### src/rtl/tgate_pkg.sv
`timescale 1ns/1ps
package tgate_pkg;
    typedef enum logic [1:0] {
        ST_IDLE  = 2'd0,
        ST_RUN   = 2'd1,
        ST_EMIT  = 2'd2,
        ST_DRAIN = 2'd3
    } tgate_state_e;
endpackage

### src/rtl/tgate_sync.sv
`timescale 1ns/1ps
module tgate_sync #(
    parameter int STAGES = 2
) (
    input  logic clk,
    input  logic rst_n,
    input  logic d,
    output logic q
);
    logic [STAGES-1:0] chain;

    always_ff @(posedge clk) begin
        if (!rst_n) chain <= '0;
        else        chain <= {chain[STAGES-2:0], d};
    end

    assign q = chain[STAGES-1];
endmodule

### src/rtl/tgate_fsm.sv
`timescale 1ns/1ps
module tgate_fsm
    import tgate_pkg::*;
(
    input  logic clk,
    input  logic rst_n,
    input  logic req_s,
    input  logic oack_s,
    input  logic core_done,
    output logic ack_q,
    output logic oreq_q,
    output logic core_en,
    output logic cap_arg,
    output logic cap_res
);
    tgate_state_e state, state_nx;
    logic new_in, out_accepted, tog_oreq, tog_ack;

    assign new_in       = (req_s != ack_q);
    assign out_accepted = (oack_s == oreq_q);

    // state register and handshake line registers
    always_ff @(posedge clk) begin
        if (!rst_n) begin
            state  <= ST_IDLE;
            ack_q  <= 1'b0;
            oreq_q <= 1'b0;
        end else begin
            state <= state_nx;
            if (tog_ack)  ack_q  <= ~ack_q;
            if (tog_oreq) oreq_q <= ~oreq_q;
        end
    end

    // next state and outputs
    always_comb begin
        state_nx = state;
        core_en  = 1'b0;
        cap_arg  = 1'b0;
        cap_res  = 1'b0;
        tog_oreq = 1'b0;
        tog_ack  = 1'b0;
        unique case (state)
            ST_IDLE: begin
                if (new_in) begin
                    cap_arg  = 1'b1;
                    state_nx = ST_RUN;
                end
            end
            ST_RUN: begin
                core_en = 1'b1;
                if (core_done) begin
                    cap_res  = 1'b1;
                    state_nx = ST_EMIT;
                end
            end
            ST_EMIT: begin
                if (out_accepted) begin
                    tog_oreq = 1'b1;
                    state_nx = ST_DRAIN;
                end
            end
            ST_DRAIN: begin
                if (out_accepted) begin
                    tog_ack  = 1'b1;
                    state_nx = ST_IDLE;
                end
            end
            default: state_nx = ST_IDLE;
        endcase
    end

    AST_EN_NEEDS_EVENT: assert property (@(posedge clk) disable iff (!rst_n)
        $rose(core_en) |-> $past(req_s != ack_q));
    AST_EN_DROPS: assert property (@(posedge clk) disable iff (!rst_n)
        (core_en && core_done) |=> !core_en);
    AST_ACK_AFTER_OUT: assert property (@(posedge clk) disable iff (!rst_n)
        (ack_q != $past(ack_q)) |-> $past(oack_s == oreq_q));
    AST_ONE_OUT: assert property (@(posedge clk) disable iff (!rst_n)
        (oreq_q != $past(oreq_q)) |-> $past(oack_s == oreq_q));
    AST_IDLE_GATED: assert property (@(posedge clk) disable iff (!rst_n)
        (state == ST_IDLE) |-> !core_en);
endmodule

### src/rtl/tgate_wrap.sv
`timescale 1ns/1ps
module tgate_wrap #(
    parameter int DW        = 16,
    parameter int SYNC_DEPTH = 2
) (
    input  logic          clk,
    input  logic          rst_n,
    input  logic [DW-1:0] in_data,
    input  logic          in_req,
    output logic          in_ack,
    output logic [DW-1:0] out_data,
    output logic          out_req,
    input  logic          out_ack,
    output logic          core_en,
    output logic [DW-1:0] core_arg,
    input  logic          core_done,
    input  logic [DW-1:0] core_res
);
    logic req_s, oack_s, ack_q, oreq_q, cap_arg, cap_res;
    logic [DW-1:0] arg_q, res_q;

    tgate_sync #(.STAGES(SYNC_DEPTH)) u_sync_req (
        .clk(clk), .rst_n(rst_n), .d(in_req), .q(req_s));
    tgate_sync #(.STAGES(SYNC_DEPTH)) u_sync_oack (
        .clk(clk), .rst_n(rst_n), .d(out_ack), .q(oack_s));

    tgate_fsm u_fsm (
        .clk(clk), .rst_n(rst_n), .req_s(req_s), .oack_s(oack_s),
        .core_done(core_done), .ack_q(ack_q), .oreq_q(oreq_q),
        .core_en(core_en), .cap_arg(cap_arg), .cap_res(cap_res));

    always_ff @(posedge clk) begin
        if (!rst_n) begin
            arg_q <= '0;
            res_q <= '0;
        end else begin
            if (cap_arg) arg_q <= in_data;
            if (cap_res) res_q <= core_res;
        end
    end

    assign in_ack   = ack_q;
    assign out_req  = oreq_q;
    assign out_data = res_q;
    assign core_arg = arg_q;

    AST_OUT_STABLE: assert property (@(posedge clk) disable iff (!rst_n)
        (oreq_q != oack_s) |=> $stable(res_q));
    AST_ARG_HELD: assert property (@(posedge clk) disable iff (!rst_n)
        core_en |=> $stable(arg_q));
endmodule

### config.mk
export PLATFORM = sky130hd
export DESIGN_NAME = tgate_wrap
export DESIGN_NICKNAME = d
export VERILOG_FILES = /design/src/rtl/tgate_pkg.sv /design/src/rtl/tgate_sync.sv /design/src/rtl/tgate_fsm.sv /design/src/rtl/tgate_wrap.sv
export SDC_FILE = /design/constraint.sdc
export NUM_CORES = 1
export LEC_CHECK = 0
export BUFFER_PORTS_ARGS = -buffer_cell sky130_fd_sc_hd__buf_2
export CAP_MARGIN = 20
export CORE_MARGIN = 2
export CORE_UTILIZATION = 30
export DETAILED_ROUTE_END_ITERATION = 6
export SYNTH_ARGS = -nofsm -noshare
export SYNTH_HDL_FRONTEND = slang
export SYNTH_SLANG_ARGS = --single-unit
### constraint.sdc
create_clock -name clk -period 1.65 [get_ports clk]
set_clock_uncertainty 0.05 [all_clocks]
set_input_delay 0.2475 -clock clk [delete_from_list [all_inputs] [get_ports clk]]
set_output_delay 0.2475 -clock clk [all_outputs]
set_load 0.01 [all_outputs]
## After elaboration in Yosys (flattened, before gate mapping)

Cells that the tools add are included.

- Equal/unequal tests: 9
- Mux-type cells: 13
- Bitwise operators: 2
- Reductions and logical operators: 2

Operators by type and width:

| operator | count |
|---|---|
| 1-bit two-way mux | 8 |
| 2-bit two-way mux | 4 |
| 2-bit case mux with 4 select lines | 1 |
| 2-bit by 1-bit inequality test with 1-bit output, second input constant | 3 |
| 2-bit equality test, second input constant | 2 |
| 4-bit AND reduction | 1 |
| 2-bit by 1-bit equality test with 1-bit output, second input constant | 1 |
| 2-bit logical NOT | 1 |
| 2-bit inequality test, second input constant | 1 |
| 1-bit inverter | 2 |
| 1-bit equality test | 1 |
| 1-bit inequality test | 1 |

- Register bits after elaboration: 40
- Bits of input ports: 37
- Output and inout bits: 35
- Word-level logic and storage cells: 33

## Logic depth before layout (Yosys ltp)

Gate-level depths: netlist of run 1.

- Depth after elaboration: 3
- Mapped depth: 7
- Mapped depth without buffers: 5

## Modules after synthesis

A second synthesis of run 1 with hierarchy kept.

- Cells, all modules: 141
- Area total of the unflattened synthesis: 1,612.8 sq um

By module, submodules not included:

| module | times used | cells each | area each (sq um) | seq. area each (sq um) |
|---|---|---|---|---|
| tgate_wrap | 1 | 103 | 1,234.9 | 640.6 |
| tgate_fsm | 1 | 30 | 272.8 | 80.1 |
| tgate_sync | 2 | 4 | 52.6 | 40.0 |

## Worst setup path before layout of run 1

No wires, ideal clock.

- Path kind: flip-flop to flip-flop
- From: register u_fsm.state[0]
- To: register u_fsm.state[0]
- Setup time: 72 ps
- Arrival: 1,500 ps
- Required time: 1,528 ps
- Path slack: 28 ps
- Cell stages (with the launch flop): 6
- Path buffers: 0
- Period minus slack after synthesis: 1,622 ps
- Path through: dfxtp_1 > inv_1 > ha_1 > or2_1 > a222oi_1 > mux2i_1

- Cells in the longest elaborated chain, start to end: 3
- Elaborated cells on any way between the ends: 10
- Classes of those cells: 7 x eq/ne; 1 x mux; 2 x reduce/logical

RTL lines:

| element | RTL line | text |
|---|---|---|
| start, declared | tgate_fsm.sv:16 | `tgate_state_e state, state_nx;` |
| start signal, assigned | tgate_fsm.sv:29 | `state <= state_nx;` |
| 2-bit equality test (tied with other cells) | tgate_fsm.sv:43 | `unique case (state)` |
| 2-bit by 1-bit inequality test with 1-bit output (no line) / 2-bit inequality test (equally long branches) | - |  |
| 4-bit AND reduction (no line) | - |  |

Parallel ways exist; a longest one is shown, timed or not.
A chain may end at the register's enable or synchronous reset.

## Worst setup path after layout of run 1

- From: register u_fsm.state[0]
- To: register u_fsm.state[1]

The elaborated chain is that of the path after synthesis.

==> metrics.md, run 1 <==
| Metric | Value |
|---|---|
| Final instance area | `2090 µm²` |
| Buf+Inv Stages, Crit Path | `2` |
| Final setup margin | `0.0976 ns` |
| Die area | `5600 µm²` |
| Reg clk slew, reported paths | `0.08 ns` |
| Synth cell types | `20` |
| Slew @ Worst Pin | `0.341 ns` |
| Final WL | `3710 µm` |
| Maximum VDD drop | `0.742 mV` |
| Slowest-stage cell, CP | `dfxtp_2` |
| Largest family of logic cells by synthesized area | `compound AO/OA/AOI/OAI gates` |
| Post-synthesis cell area | `1510 µm²` |
| Port Buffers | `71` |
| Core ar. | `4790 µm²` |
| Clock buffer depth | `2` |
| Multi-input logic area | `636 µm²` |
| # hold bufs at CTS | `0` |
| Yosys warning total | `0` |
| Global-route wire length before repair | `5540 µm` |
| Yosys top cell area share | `53.2%` |
| Biggest cell delay along the critical path | `0.36 ns` |
| Die height | `74.9 µm` |
| Max H-tree Level | `2` |
| CP Cell Sequence | `inv_1 > ha_2 > or2_1 > a222oi_1 > buf_4 > mux2i_1` |
| Final ANT Viol Nets | `0` |
| Final Hold Fails | `0` |
| Count leader, synth | `dfxtp_1` |
| Endpoint class of the critical path | `flip-flop` |
| Dpl cell area | `1960 µm²` |
| Detailed Route Iter0 Violations | `73` |
| Worst-path maximum fanout | `4` |
| ANT cells | `0` |
| Post-place setup slack | `0.0266 ns` |
| Syn_nets | `221` |
| DRC | `0` |
| Req. time, crit path | `1.82 ns` |
| Vias per inst | `4.52` |
| Setup TNS Final | `0 ns` |
| Grt ovf | `0` |
| Compound-cell area share of the yosys netlist | `18.1%` |
| Worst-skew pair later-pin latency | `0.29 ns` |
| FILL cells | `478` |
| Synth Area in Adders | `3.32%` |
| Fmax | `644 MHz` |
| Die Wd | `74.9 µm` |
| Number of synthesized flops with an enable pin | `0` |
| Hold Crit Class | `input port to flip-flop` |
| Pre-antenna DRT Iters | `4` |
| Leakage | `0.940 nW` |
| Max_cap viols | `0` |
| Tcrit/Tclk final | `94.1%` |
| CP Launch Type | `flip-flop` |
| Core Rows | `25` |
| Post-synth ARST share | `0%` |
| Top cells by count, synth | `dfxtp_1 (40), nand2_1 (36), a21oi_1 (33)` |
| Initial antenna violation count | `0` |
| Simple-gate share of the synthesized area | `17.4%` |
| FF/Latch Area | `802 µm²` |
| Delay-heaviest family, CP | `flip-flops` |
| Fin Hold WS | `0.109 ns` |
| Slew Limit Fails | `0` |
| PwrDens | `1300 nW/µm²` |
| Fin nets | `296` |
| Layout cells sized above 1 | `35.9%` |
| Sequential area share after synthesis | `53.2%` |
| Worst Path Arrival | `1.73 ns` |
| Status | `completed` |
| Xor and xnor area share after synthesis | `1.74%` |
| Synth Flop Type | `dfxtp_1` |
| Area leader, netlist | `dfxtp_1` |
| Clock root buffer | `clkbuf_8` |
| Cells after Synth | `180` |
| Slew HR | `77.2%` |
| Top area cells in the synthesized netlist | `dfxtp_1 (53%), a21oi_1 (11%), nand2_1 (9.0%)` |
| Clock tree from TritonCTS | `yes` |
| Clk sinks | `40` |
| Num CTS Buffers | `5` |
| Vias in the first global route | `1254` |
| Total track usage | `13.2%` |
| Critical path type | `flip-flop to flip-flop` |
| Area growth from synthesis to layout | `39.0%` |
| Synthesis-stage register bit count | `40` |
| Avg Inst Size Synth | `8.37 µm²` |
| Total number of vias | `1460` |
| Final RePlAce weighted congestion | `0.767` |
| Post-synthesis mux area share | `1.33%` |
| Unrepaired setup endpoints after global routing | `no` |
| Fin crit period | `1.55 ns` |
| Largest net degree at the start of global routing | `26` |
| Initial Utilization | `31.5%` |
| Wire length per cell | `11.5 µm` |
| Hpwl dp | `2590 µm` |
| Ports | `72` |
| Final setup fails | `0` |
## final timing paths
path / startpoint / to / cells past startpoint / slack (ns)
worst max-delay path: u_fsm.state[0] / u_fsm.state[1] / 6 / 0.1
worst min-delay path: in_req / u_sync_req.chain[0] / 2 / 0.11
worst max register to register: u_fsm.state[0] / u_fsm.state[1] / 6 / 0.1
worst min register to register: u_sync_req.chain[0] / u_sync_req.chain[1] / 1 / 0.38
## registers in the layout, indices dropped and copies added (netlist names)
register,cells
core_arg,16
u_sync_req.chain,2
u_fsm.ack_q,1
u_fsm.state,2
u_sync_oack.chain,2
u_fsm.oreq_q,1
out_data,16
## final cells by class
| class | instances | area share [%] |
|---|---|---|
| Clock buffer | 5 | 3.29 |
| Tap cell | 67 | 4.00 |
| Inverter | 6 | 1.25 |
| Sequential cell | 40 | 38.3 |
| Clock inverter | 3 | 2.03 |
| Multi-Input combinational cell | 122 | 30.3 |
| Timing Repair Buffer | 80 | 20.8 |
## stage by stage
step                util [%]  instances  total power, mW
detailed placement      40.9        313             1.89
floorplan                  -        180             1.60
finish                  43.8        323             2.72
global placement        40.9        313             1.89
CTS                     43.3        321             2.70
global route            43.8        323             2.89
## worst reg2reg max path: stages, from the launching register on
cell,delay (ns)
dfxtp_2,0.36
inv_1,0.06
ha_2,0.18
or2_1,0.22
a222oi_1,0.27
buf_4,0.18
mux2i_1,0.16
## per-layer routing
metal	GRT usage [%]	share of wire [%]	wire length [µm]
met1	16.3	46	1700
met2	20.5	45	1680
met3	4.42	7.4	273
met4	6.55	1.4	53
met5	0	0	0
## cell families (layout without fill, tap and decap cells)
kind of cell    Yosys count  after routing
mux                       2              2
xor+xnor                  3              3
simple gates             60             60
buf+inv                  18             94
compound gates           53             53
fa+ha+maj                 4              4
flops                    40             40
## cell usage in the layout, fill, tap and decap left out
| cell type | count |
|---|---|
| a21oi_1 | 33 |
| clkinvlp_4 | 2 |
| clkinv_1 | 1 |
| clkinv_2 | 1 |
| or3_1 | 1 |
| nor2_1 | 1 |
| xnor2_1 | 1 |
| clkbuf_8 | 5 |
| nand2_1 | 36 |
| mux2i_1 | 2 |
| xor2_1 | 2 |
| and2_1 | 4 |
| ha_1 | 3 |
| a222oi_1 | 1 |
| dfxtp_2 | 1 |
| buf_4 | 8 |
| bufinv_16 | 1 |
| ha_2 | 1 |
| inv_1 | 4 |
| buf_2 | 71 |
| and2_2 | 1 |
| o21ai_0 | 18 |
| dfxtp_1 | 39 |
| a211oi_1 | 1 |
| buf_12 | 1 |
| nand3_1 | 16 |
| or2_1 | 1 |
## repair_timing
item                       4_1_cts  5_1_grt
pin swaps                        0        1
resized for setup                1        3
cloned                           0        0
setup endpoints to repair        1       23
setup buffers                    0        2
## where the power goes
group          switching [mW]  leakage [nW]  internal (mW)  total [mW]
clock network           0.342        0.0541          0.447       0.789
registers              0.0594         0.325           1.07        1.13
logic                   0.475         0.561          0.328       0.803
total                   0.876         0.940           1.85        2.72
No activity file was read; power rests on OpenSTA's default activity.
==> run 2, diff against run 1 <==
CELL_PAD_IN_SITES_DETAIL_PLACEMENT = 2   (was not set)
CELL_PAD_IN_SITES_GLOBAL_PLACEMENT = 2   (was not set)
CORE_UTILIZATION = 22   (was 30)
PLACE_DENSITY_LB_ADDON = 0.1   (was not set)
==> run 2 against run 1 <==
Global-route usage is 0.16 points higher; first-iteration DRC count fell by 37%; sequential share of layout area decreased by 0.45 points; clock power rose by 2%; sequential power about the same; worst setup slack worse by 0.038 ns; flip-flop and latch count stayed put; non-clock buffer count increased by 3; routed wire length grew 27%; combinational power rose by 5.4%; fmax fell by 2.4%; largest cell class unchanged; largest power group unchanged.
==> metrics.md, run 2 (synthesis gave the netlist of run 1 again) <==
| Metric | Value |
|---|---|
| Core ar. | `6720 µm² (+40%)` |
| Layout cells sized above 1 | `37.1% (+1.1 points)` |
| Num CTS Buffers | `5 (unchanged)` |
| Wire length per cell | `13.9 µm (+21%)` |
| Worst Path Arrival | `1.76 ns (+0.03 ns)` |
| Max H-tree Level | `2 (unchanged)` |
| Fin nets | `299 (+1.0%)` |
| Slew HR | `77.6% (+0.46 points)` |
| Fin crit period | `1.59 ns (+0.0380 ns)` |
| Final Hold Fails | `0 (unchanged)` |
| Grt ovf | `0 (unchanged)` |
| Initial antenna violation count | `0 (unchanged)` |
| Maximum VDD drop | `0.473 mV (-36%)` |
| Most frequent cells in the layout | `buf_2 (71), dfxtp_1 (38), nand2_1 (36), a21oi_1 (33), o21ai_0 (18)` |
| Leakage | `0.959 nW (+2.0%)` |
| Reg2reg start | `u_fsm.state[1]` |
| Req. time, crit path | `1.82 ns (about the same)` |
| Clk sinks | `40 (unchanged)` |
| Hold path startpoint | `out_ack` |
| Reg clk slew, reported paths | `0.08 ns (about the same)` |
| Detailed Route Iter0 Violations | `46 (-37%)` |
| Clock tree from TritonCTS | `yes` |
| Global-route wire length before repair | `7730 µm (+40%)` |
| Max_cap viols | `0 (unchanged)` |
| FF/Latch Area | `806 µm² (+0.47%)` |
| Fmax | `629 MHz (-2.4%)` |
| Ports | `72 (unchanged)` |
| ANT cells | `0 (unchanged)` |
| Clock buffer depth | `2 (unchanged)` |
| Final WL | `4730 µm (+27%)` |
| Critical path type | `flip-flop to flip-flop` |
| Port Buffers | `71 (unchanged)` |
| Total number of vias | `1536 (+5.2%)` |
| Slew Limit Fails | `0 (unchanged)` |
| Clock root buffer | `clkbuf_8` |
| Largest net degree at the start of global routing | `20 (-23%)` |
| Core Rows | `30 (+20%)` |
| Most common cell after layout, fill and taps aside | `buf_2` |
| Slew @ Worst Pin | `0.336 ns (-0.00477 ns)` |
| Vias per inst | `4.53 (+0.24%)` |
| Dpl cell area | `1990 µm² (+1.7%)` |
| FILL cells | `784 (+64%)` |
| Die height | `86.8 µm (+16%)` |
| DRC | `0 (unchanged)` |
| Vias in the first global route | `1605 (+28%)` |
| Initial Utilization | `22.4% (-9.1 points)` |
| Pre-antenna DRT Iters | `6 (+2)` |
| Hpwl dp | `3470 µm (+34%)` |
| PwrDens | `1310 nW/µm² (+0.57%)` |
| Final instance area | `2130 µm² (+1.7%)` |
| Multi-input logic area | `648 µm² (+2.0%)` |
| Unrepaired setup endpoints after global routing | `yes` |
| Area growth from synthesis to layout | `41.4%` |
| Hold Crit Class | `input port to flip-flop` |
| CP Launch Type | `flip-flop` |
| Final ANT Viol Nets | `0 (unchanged)` |
| Worst-path maximum fanout | `4 (unchanged)` |
| Tcrit/Tclk final | `96.4% (+2.3 points)` |
| Worst-skew pair later-pin latency | `0.29 ns (about the same)` |
| Die area | `7530 µm² (+34%)` |
| Final RePlAce weighted congestion | `0.778 (+1.4%)` |
| Final setup fails | `0 (unchanged)` |
| Endpoint class of the critical path | `flip-flop` |
| Setup TNS Final | `0 ns (unchanged)` |
| Die Wd | `86.8 µm (+16%)` |
| Fin Hold WS | `0.108 ns (-0.000147 ns)` |
| Total track usage | `13.3% (+0.16 points)` |
| Status | `completed` |
| Critical Path Source | `u_fsm.state[1]` |
## run 2: final timing paths
path | end | slack (ns) | depth (start not counted)
setup / recovery | u_fsm.state[0] | 0.06 | 5
hold / removal | u_sync_oack.chain[0] | 0.11 | 2
setup reg to reg | u_fsm.state[0] | 0.06 | 5
hold reg to reg | u_sync_oack.chain[1] | 0.39 | 1
## run 2: power by group
part           total (mW)  internal (mW)  switching [mW]
logic               0.846          0.337           0.509
registers            1.13           1.07          0.0606
clock network       0.804          0.449           0.354
total                2.78           1.86           0.924
## run 2: cell type report
type,instances,share of cell area [%]
sequential,40,37.8
multi-input combinational,122,30.4
timing repair buffer,83,20.9
tap,80,4.70
clock buffer,6,3.41
clock inverter,2,1.65
inverter,6,1.06
## run 2: stage by stage
stage / total power [mW] / setup WS, ns / util [%] / cells
2_1_floorplan: 1.60 / 0.0281 / - / 180
3_3_place_gp: 1.97 / -0.0170 / 29.7 / 330
3_5_place_dp: 1.99 / -0.0474 / 29.7 / 330
4_1_cts: 2.82 / 0.0195 / 31.3 / 338
5_1_grt: 2.99 / -0.0493 / 31.7 / 339
6_report: 2.78 / 0.0597 / 31.7 / 339
## run 2: repair_timing
action	in CTS	in global routing
hold buffers	0	0
hold endpoints to repair	0	0
endpoints found under the setup margin	13	2
gates resized for setup	3	5
setup buffers	0	1
pin swaps	1	3
## run 2: metal layers
metal	up-vias	share of wire, %	global-route usage (%)	wire (µm)
li1	757	-	-	-
met1	734	46	17.4	2200
met2	39	47	21.3	2240
met5	-	0	0	0
met3	6	4.7	3.71	223
met4	0	1.3	4.26	63
## run 2: worst max-delay path: stages, from the launching register on
cell      delay [ns]
dfxtp_4         0.37
ha_2            0.18
or2_1           0.22
a222oi_1        0.35
buf_4           0.19
mux2i_1         0.16
